File: src/rtl/dgf_pkg.sv
// Shared types for the dispatch group former.
// Assumes four-bit class codes and three-bit unit codes as listed in the brief.
package dgf_pkg;

    localparam int CLS_W  = 4;
    localparam int UNIT_W = 3;

    // Raw class codes carried on the class input.
    localparam logic [CLS_W-1:0] C_ALU    = 4'd0;
    localparam logic [CLS_W-1:0] C_SHIFT  = 4'd1;
    localparam logic [CLS_W-1:0] C_CMP    = 4'd2;
    localparam logic [CLS_W-1:0] C_LOAD   = 4'd3;
    localparam logic [CLS_W-1:0] C_STORE  = 4'd4;
    localparam logic [CLS_W-1:0] C_BRANCH = 4'd5;
    localparam logic [CLS_W-1:0] C_CALL   = 4'd6;
    localparam logic [CLS_W-1:0] C_SOLO   = 4'd7;
    localparam logic [CLS_W-1:0] C_FADD   = 4'd8;
    localparam logic [CLS_W-1:0] C_FMUL   = 4'd9;
    localparam logic [CLS_W-1:0] C_FDIV   = 4'd10;

    // Execution resource named on each slot.
    typedef enum logic [UNIT_W-1:0] {
        U_IEU0  = 3'd0,
        U_IEU1  = 3'd1,
        U_LSU   = 3'd2,
        U_CTI   = 3'd3,
        U_FPA   = 3'd4,
        U_FPM   = 3'd5,
        U_WHOLE = 3'd6,
        U_NONE  = 3'd7
    } dgf_unit_e;

    // Normalised instruction kind after decode.
    typedef enum logic [3:0] {
        K_ALU,
        K_SHIFT,
        K_CMP,
        K_MEM,
        K_BRANCH,
        K_CALL,
        K_SOLO,
        K_FADD,
        K_FMUL,
        K_FDIV
    } dgf_kind_e;

    // Resources already claimed by older instructions of the group.
    typedef struct packed {
        logic open;    // group still accepting instructions
        logic ieu0;
        logic ieu1;
        logic lsu;
        logic cti;
        logic fpa;
        logic fpm;
        logic fp_set;  // an FP instruction has fixed the precision
        logic fp_dbl;  // fixed precision, 1 = double
    } dgf_state_t;

endpackage

File: src/rtl/dgf_class_decode.sv
// Class decoder: maps a raw class code to a normalised kind plus placement flags.
// Assumes reserved codes behave like issue-alone instructions.
module dgf_class_decode
    import dgf_pkg::*;
(
    input  logic [CLS_W-1:0] cls_i,
    output dgf_kind_e        kind_o,
    output logic             int_only_o,
    output logic             slot0_only_o,
    output logic             is_fp_o
);

    // Translate the class code into kind and placement restrictions.
    always_comb begin
        kind_o       = K_SOLO;
        int_only_o   = 1'b0;
        slot0_only_o = 1'b0;
        is_fp_o      = 1'b0;
        case (cls_i)
            C_ALU: begin
                kind_o     = K_ALU;
                int_only_o = 1'b1;
            end
            C_SHIFT: begin
                kind_o     = K_SHIFT;
                int_only_o = 1'b1;
            end
            C_CMP: begin
                kind_o     = K_CMP;
                int_only_o = 1'b1;
            end
            C_LOAD, C_STORE: begin
                kind_o     = K_MEM;
                int_only_o = 1'b1;
            end
            C_BRANCH: begin
                kind_o = K_BRANCH;
            end
            C_CALL: begin
                kind_o       = K_CALL;
                slot0_only_o = 1'b1;
            end
            C_FADD: begin
                kind_o  = K_FADD;
                is_fp_o = 1'b1;
            end
            C_FMUL: begin
                kind_o  = K_FMUL;
                is_fp_o = 1'b1;
            end
            C_FDIV: begin
                kind_o       = K_FDIV;
                is_fp_o      = 1'b1;
                slot0_only_o = 1'b1;
            end
            default: begin
                kind_o       = K_SOLO;
                slot0_only_o = 1'b1;
            end
        endcase
    end

endmodule

File: src/rtl/dgf_slot_stage.sv
// One slot of the group-forming chain.
// Receives the resources claimed by older slots, decides whether its
// instruction joins the group and passes the updated claim set on.
// Assumes the incoming state has open cleared once any older slot refused.
module dgf_slot_stage
    import dgf_pkg::*;
#(
    parameter int SLOT      = 0,
    parameter int INT_SLOTS = 3
) (
    input  dgf_state_t       st_i,
    input  logic             valid_i,
    input  logic [CLS_W-1:0] cls_i,
    input  logic             dbl_i,
    output logic             take_o,
    output dgf_unit_e        unit_o,
    output dgf_state_t       st_o
);

    localparam logic INT_SLOT_OK = (SLOT < INT_SLOTS);
    localparam logic FIRST_SLOT  = (SLOT == 0);

    dgf_kind_e kind;
    logic      int_only;
    logic      slot0_only;
    logic      is_fp;
    logic      fit;
    logic      ends;
    logic      place_ok;
    logic      prec_ok;
    dgf_unit_e unit_want;

    dgf_class_decode u_dec (
        .cls_i        (cls_i),
        .kind_o       (kind),
        .int_only_o   (int_only),
        .slot0_only_o (slot0_only),
        .is_fp_o      (is_fp)
    );

    // Check resource availability for this kind and pick its unit.
    always_comb begin
        fit       = 1'b0;
        ends      = 1'b0;
        unit_want = U_NONE;
        case (kind)
            K_ALU: begin
                fit       = !st_i.ieu1;
                unit_want = st_i.ieu0 ? U_IEU1 : U_IEU0;
            end
            K_SHIFT: begin
                fit       = !st_i.ieu0 && !st_i.ieu1;
                unit_want = U_IEU0;
            end
            K_CMP: begin
                fit       = !st_i.ieu1;
                unit_want = U_IEU1;
            end
            K_MEM: begin
                fit       = !st_i.lsu;
                unit_want = U_LSU;
            end
            K_BRANCH: begin
                fit       = !st_i.cti;
                unit_want = U_CTI;
            end
            K_CALL: begin
                fit       = !st_i.cti && !st_i.ieu1;
                unit_want = U_CTI;
            end
            K_FADD: begin
                fit       = !st_i.fpa;
                unit_want = U_FPA;
            end
            K_FMUL, K_FDIV: begin
                fit       = !st_i.fpm;
                unit_want = U_FPM;
            end
            default: begin
                fit       = 1'b1;
                ends      = 1'b1;
                unit_want = U_WHOLE;
            end
        endcase
    end

    // Slot placement and precision compatibility.
    always_comb begin
        place_ok = (!int_only || INT_SLOT_OK) && (!slot0_only || FIRST_SLOT);
        prec_ok  = !is_fp || !st_i.fp_set || (st_i.fp_dbl == dbl_i);
        take_o   = st_i.open && valid_i && fit && place_ok && prec_ok;
        unit_o   = take_o ? unit_want : U_NONE;
    end

    // Publish the claim set seen by the next younger slot.
    always_comb begin
        st_o      = st_i;
        st_o.open = take_o && !ends;
        if (take_o) begin
            case (unit_want)
                U_IEU0: st_o.ieu0 = 1'b1;
                U_IEU1: st_o.ieu1 = 1'b1;
                U_LSU:  st_o.lsu  = 1'b1;
                U_CTI: begin
                    st_o.cti = 1'b1;
                    if (kind == K_CALL) st_o.ieu1 = 1'b1;
                end
                U_FPA:  st_o.fpa  = 1'b1;
                U_FPM:  st_o.fpm  = 1'b1;
                default: st_o.open = 1'b0;
            endcase
            if (is_fp) begin
                st_o.fp_set = 1'b1;
                st_o.fp_dbl = dbl_i;
            end
        end
    end

endmodule

File: src/rtl/dgf_group_former.sv
// Dispatch group former: chains one stage per slot, counts the leading run
// of issued instructions and registers count and per-slot unit codes.
// Assumes instruction 0 is the oldest in the window; reset is synchronous.
module dgf_group_former
    import dgf_pkg::*;
#(
    parameter int SLOTS     = 4,
    parameter int INT_SLOTS = 3,
    localparam int CNT_W    = $clog2(SLOTS + 1)
) (
    input  logic                     clk,
    input  logic                     rst_n,
    input  logic                     stall_i,
    input  logic [SLOTS-1:0]         valid_i,
    input  logic [SLOTS*CLS_W-1:0]   class_i,
    input  logic [SLOTS-1:0]         dbl_i,
    output logic [CNT_W-1:0]         count_o,
    output logic [SLOTS*UNIT_W-1:0]  unit_o
);

    dgf_state_t             chain [SLOTS+1];
    logic [SLOTS-1:0]       take;
    dgf_unit_e              unit_d [SLOTS];
    logic [CNT_W-1:0]       cnt_d;
    logic [UNIT_W-1:0]      unit_q [SLOTS];
    logic [CNT_W-1:0]       count_q;
    logic                   armed;

    // Seed the chain: nothing claimed, open unless the window is stalled.
    always_comb begin
        chain[0]      = '0;
        chain[0].open = !stall_i;
    end

    generate
        for (genvar k = 0; k < SLOTS; k++) begin : g_slot
            dgf_slot_stage #(
                .SLOT      (k),
                .INT_SLOTS (INT_SLOTS)
            ) u_stage (
                .st_i    (chain[k]),
                .valid_i (valid_i[k]),
                .cls_i   (class_i[k*CLS_W +: CLS_W]),
                .dbl_i   (dbl_i[k]),
                .take_o  (take[k]),
                .unit_o  (unit_d[k]),
                .st_o    (chain[k+1])
            );
        end
    endgenerate

    // Count the instructions that joined the group.
    always_comb begin
        cnt_d = '0;
        for (int k = 0; k < SLOTS; k++) begin
            cnt_d = cnt_d + CNT_W'(take[k]);
        end
    end

    // Register the group decision.
    always_ff @(posedge clk) begin
        if (!rst_n) begin
            count_q <= '0;
            for (int k = 0; k < SLOTS; k++) unit_q[k] <= U_NONE;
        end else begin
            count_q <= cnt_d;
            for (int k = 0; k < SLOTS; k++) unit_q[k] <= unit_d[k];
        end
    end

    // Drive the flat output ports.
    always_comb begin
        count_o = count_q;
        for (int k = 0; k < SLOTS; k++) unit_o[k*UNIT_W +: UNIT_W] = unit_q[k];
    end

    // Marks that at least one clock has passed since reset released.
    always_ff @(posedge clk) begin
        if (!rst_n) armed <= 1'b0;
        else        armed <= 1'b1;
    end


    stall_zero_chk: assert property (@(posedge clk) disable iff (!rst_n)
        (armed && $past(stall_i)) |-> (count_q == '0));


    oldest_issues_chk: assert property (@(posedge clk) disable iff (!rst_n)
        (armed && $past(valid_i[0] && !stall_i)) |-> (count_q != '0));

    generate
        for (genvar j = 0; j < SLOTS; j++) begin : g_chk_slot

            contiguous_chk: assert property (@(posedge clk) disable iff (!rst_n)
                (count_q > CNT_W'(j)) == (unit_q[j] != U_NONE));

            if (j >= INT_SLOTS) begin : g_upper

                upper_slot_int_chk: assert property (@(posedge clk) disable iff (!rst_n)
                    !(unit_q[j] inside {U_IEU0, U_IEU1, U_LSU}));
            end

            if (j > 0) begin : g_later

                whole_late_chk: assert property (@(posedge clk) disable iff (!rst_n)
                    unit_q[j] != U_WHOLE);

                for (genvar i = 0; i < j; i++) begin : g_older
                    ieu_order_chk: assert property (@(posedge clk) disable iff (!rst_n)
                        !((unit_q[i] == U_IEU1) && (unit_q[j] == U_IEU0)));
                end
            end
        end

        for (genvar u = 0; u < 6; u++) begin : g_chk_unit
            logic [SLOTS-1:0] hit;
            always_comb begin
                for (int k = 0; k < SLOTS; k++) hit[k] = (unit_q[k] == UNIT_W'(u));
            end

            unit_once_chk: assert property (@(posedge clk) disable iff (!rst_n)
                $onehot0(hit));
        end
    endgenerate


    whole_alone_chk: assert property (@(posedge clk) disable iff (!rst_n)
        (unit_q[0] == U_WHOLE) |-> (count_q == CNT_W'(1)));

endmodule

File: config.mk
export PLATFORM = sky130hd
export DESIGN_NAME = dgf_group_former
export DESIGN_NICKNAME = d
export VERILOG_FILES = /design/src/rtl/dgf_pkg.sv /design/src/rtl/dgf_class_decode.sv /design/src/rtl/dgf_slot_stage.sv /design/src/rtl/dgf_group_former.sv
export SDC_FILE = /design/constraint.sdc
export NUM_CORES = 1
export LEC_CHECK = 0
export BUFFER_PORTS_ARGS = -buffer_cell sky130_fd_sc_hd__buf_2
export CAP_MARGIN = 20
export CORE_MARGIN = 10
export CORE_UTILIZATION = 45
export DETAILED_ROUTE_END_ITERATION = 16
export GPL_ROUTABILITY_DRIVEN = 0
export GPL_TIMING_DRIVEN = 1
export PLACE_DENSITY = 0.69
export REMOVE_ABC_BUFFERS = 1
export SLEW_MARGIN = 0
export SYNTH_ARGS = -nofsm -noshare
export SYNTH_HDL_FRONTEND = slang
export SYNTH_SLANG_ARGS = --single-unit
File: constraint.sdc
create_clock -name clk -period 6 [get_ports clk]
set_input_delay 1.2 -clock clk [delete_from_list [all_inputs] [get_ports clk]]
set_output_delay 1.2 -clock clk [all_outputs]
set_load 0.005 [all_outputs]
==> impl_metrics.csv <==
group,metric,value,unit
run_status,status,"finished clean",
die,io_pins,42,
pwr,power.density,137,mW/mm^2
worst_setup_path,crit_family,"compound AO/OA/AOI/OAI gates",
placement,dp.cells,314,
timing,slew_headroom,58.1,%
timing,tightestPinTransition,0.628,ns
hold_path,hold_start,"rst_n",
timing,hold_viol_final,0,
synthesis,seq_area_frac_synth,17.2,%
synthesis,synthFlopType,"dfxtp_1",
worst_setup_path,crit_path_top_delay_cell,"a311oi_2",
pwr,power_leakage,0.000744,uW
final_layout,final_layout_size_suffix_gt1_share,22.6,%
timing,fin_ws,1.15,ns
clocking,numCtsBuffers,3,
worst_setup_path,setup.worst_path.class,"in -> reg",
clocking,tritoncts,"built",
worst_setup_path,crit_start,"class_i[7]",
grt,gr-total-overflow,0,
final_layout,fin_cells,318,
grt,grt_pass1_vias,1775,
routing,drcViolationCount,0,
routing,routed.top_layer,"met4",
final_layout,multiInputGateArea,0.00134,mm^2
worst_setup_path,required,6.15,ns
timing,rsz0062_at_grt,"false",
routing,post_drt_wl_per_cell,16.0,um
die,die_w,82.3,um
routing,wl_met2,2.25,mm
final_layout,seq_area,300,um^2
timing,timing.final.crit_period,4.85,ns
final_layout,fillerInstances,382,
worst_setup_path,worst-path-buf-inv,2,
clocking,clockRootBuffer,"clkbuf_8",
routing,viasPerCell,6.19,
synthesis,avgSynthCellArea,7.27,um^2
synthesis,synth_area,0.00175,mm^2
synthesis,synth_enable_flop_cells,0,
clocking,ctsLongestPathBuffers,2,
routing,wl,5.09,mm
worst_setup_path,arrival,5.00,ns
synthesis,ys_seq_elements,15,
placement,dp_slack,0.971,ns
placement,port_buffers,41,
final_layout,antennaDiodeCount,0,
pwr,finalPower,272,uW
routing,first_pass_iters,5,
die,dieArea,0.00677,mm^2
final_layout,design_area,0.00198,mm^2
worst_setup_path,worstSetupStartpointType,"primary input",
worst_setup_path,crit_path_max_incr_delay,0.52,ns
grt,grt_usage,14.7,%
hold_path,hold_path.class,"in -> reg",
grt,grt_max_degree,16,
clocking,cts.htree.levels,1,
grt,antenna_found_initial,0,
placement,dpl_cell_area,0.00193,mm^2
run,cap_violations,0,
grt,grt_pass1_wl,8.05,mm
routing,drtAntennaViolNets,0,
routing,drt_iter0_markers,226,
die,fp.dieH,82.3,um
placement,dp_hpwl,4.03,mm
routing,wl_met3,410,um
die,num_rows,22,
timing,final.period_utilization,80.8,%
clocking,cts_hold_buf,0,
clocking,postCtsSetupRepairBufs,0,
clocking,ctsResizeCount,0,
synthesis,async_flop_share,0,%
synthesis,synthCells,240,
worst_setup_path,crit_top_cell,"ha_1",
worst_setup_path,end_kind,"register",
routing,met1_length,2.30,mm
worst_setup_path,path_max_fanout,12,
timing,fmax,206,MHz
final_layout,areaGrowthSynthToFinish,13.3,%
worst_setup_path,crit_chain,"buf_2, or2_0, a22o_4, a311oi_2, a31oi_1, a22o_1, a211o_1, o2111ai_1, a311o_1, nand3_1, fa_1, inv_1, ha_1, ha_1, and2_1",
timing,setup_viol,0,
synthesis,synth_cell_types,70,
timing,timing.setup.tns,0,ns
synthesis,yosys_warnings,0,
pwr,ir_drop,0.0484,mV
clocking,clk_pin_slew,0.06,ns
timing,finalMaxSlewViolations,0,
die,initial_core_util,47.0,%
final_layout,nets,301,
die,core_area,0.00372,mm^2
routing,dr_total_vias,1968,
clocking,cts.sinks,15,
## flip-flops by register name, indices dropped and copies added, names as in the netlist
register and flops:
unit_q 12, count_o 3
## per-stage QoR
stage	utilization [%]	hold WS, ns
final	53.2	1.21
after global routing	53.2	1.22
after CTS	53.2	1.21
after detailed placement	52.0	1.46
after global placement	52.0	1.45
after floorplan	-	1.26
## worst paths after layout
path	slack (ns)	end	cells after the start
worst max-delay path	1.15	count_o[1]	15
worst min-delay path	1.21	unit_q[0][1]	2
## synth_stat cells (2+ instances only)
master	count	share of area (%)
buf_4	2	0.86
nor3_1	8	2.3
and3_1	3	1.1
a21o_1	5	2.2
o211ai_1	3	1.3
a211o_1	3	1.5
a31oi_1	7	2.5
nor2b_1	6	2.2
clkbuf_1	8	1.7
a21oi_1	17	4.9
or3_1	2	0.72
nand4_1	3	1.1
a21boi_0	2	0.86
xor2_1	6	3.0
a22o_1	2	1.0
o2111ai_1	4	2.0
or3b_2	2	1.0
a311o_1	2	1.1
xnor2_1	2	1.0
inv_1	5	1.1
nor3b_1	3	1.3
nand2_1	19	4.1
and2_1	6	2.2
nand2b_1	5	1.8
a22oi_1	2	0.86
dfxtp_1	15	17
o21ai_0	20	5.7
nor2_1	17	3.7
a211oi_1	2	0.86
nand3_1	10	2.9
or2_2	2	0.72
nand3b_1	4	1.7
buf_6	2	1.3
buf_2	3	0.86
a32oi_1	2	1.0
ha_1	2	1.4
## where the power goes
part	internal (uW)	switching (uW)
Combinational	34.5	56.6
Sequential	101	0.219
Clock	45.9	33.6
## cell type report
type / instances / share of cell area [%]
Clock buffer: 3 / 2.09
Sequential cell: 15 / 15.2
Tap cell: 48 / 3.04
Clock inverter: 1 / 0.253
Multi-Input combinational cell: 204 / 67.7
Timing Repair Buffer: 42 / 10.8
Inverter: 5 / 0.949
## logic make-up after synthesis
| group | after synthesis | synth area share, % |
|---|---|---|
| adders and majority gates | 3 | 2.58 |
| buffers and inverters | 21 | 6.02 |
| AOI/OAI and AO/OA | 88 | 35.6 |
| DFF | 15 | 17.2 |
| xor gates and xnor gates | 8 | 4.01 |
| and+or+nand+nor | 105 | 34.6 |
## metal layers
| metal | GRT usage, % | vias to the layer above |
|---|---|---|
| met5 | 0 | - |
| met4 | 8.16 | 0 |
| met3 | 2.05 | 13 |
| met2 | 22.6 | 90 |
| met1 | 19.1 | 889 |
| li1 | - | 976 |
## cells in the final DEF (no fill, tap or decap), types with 4 or more instances in the layout
master     Yosys  layout
buf_2          3      41
o21ai_0       20      20
nand2_1       19      19
nor2_1        17      17
a21oi_1       17      17
dfxtp_1       15      15
nand3_1       10      10
nor3_1         8       8
a31oi_1        7       7
xor2_1         6       6
nor2b_1        6       6
and2_1         6       6
nand2b_1       5       5
inv_1          5       5
a21o_1         5       5
nand3b_1       4       4
o2111ai_1      4       4
(Power assumes the default switching activity.)
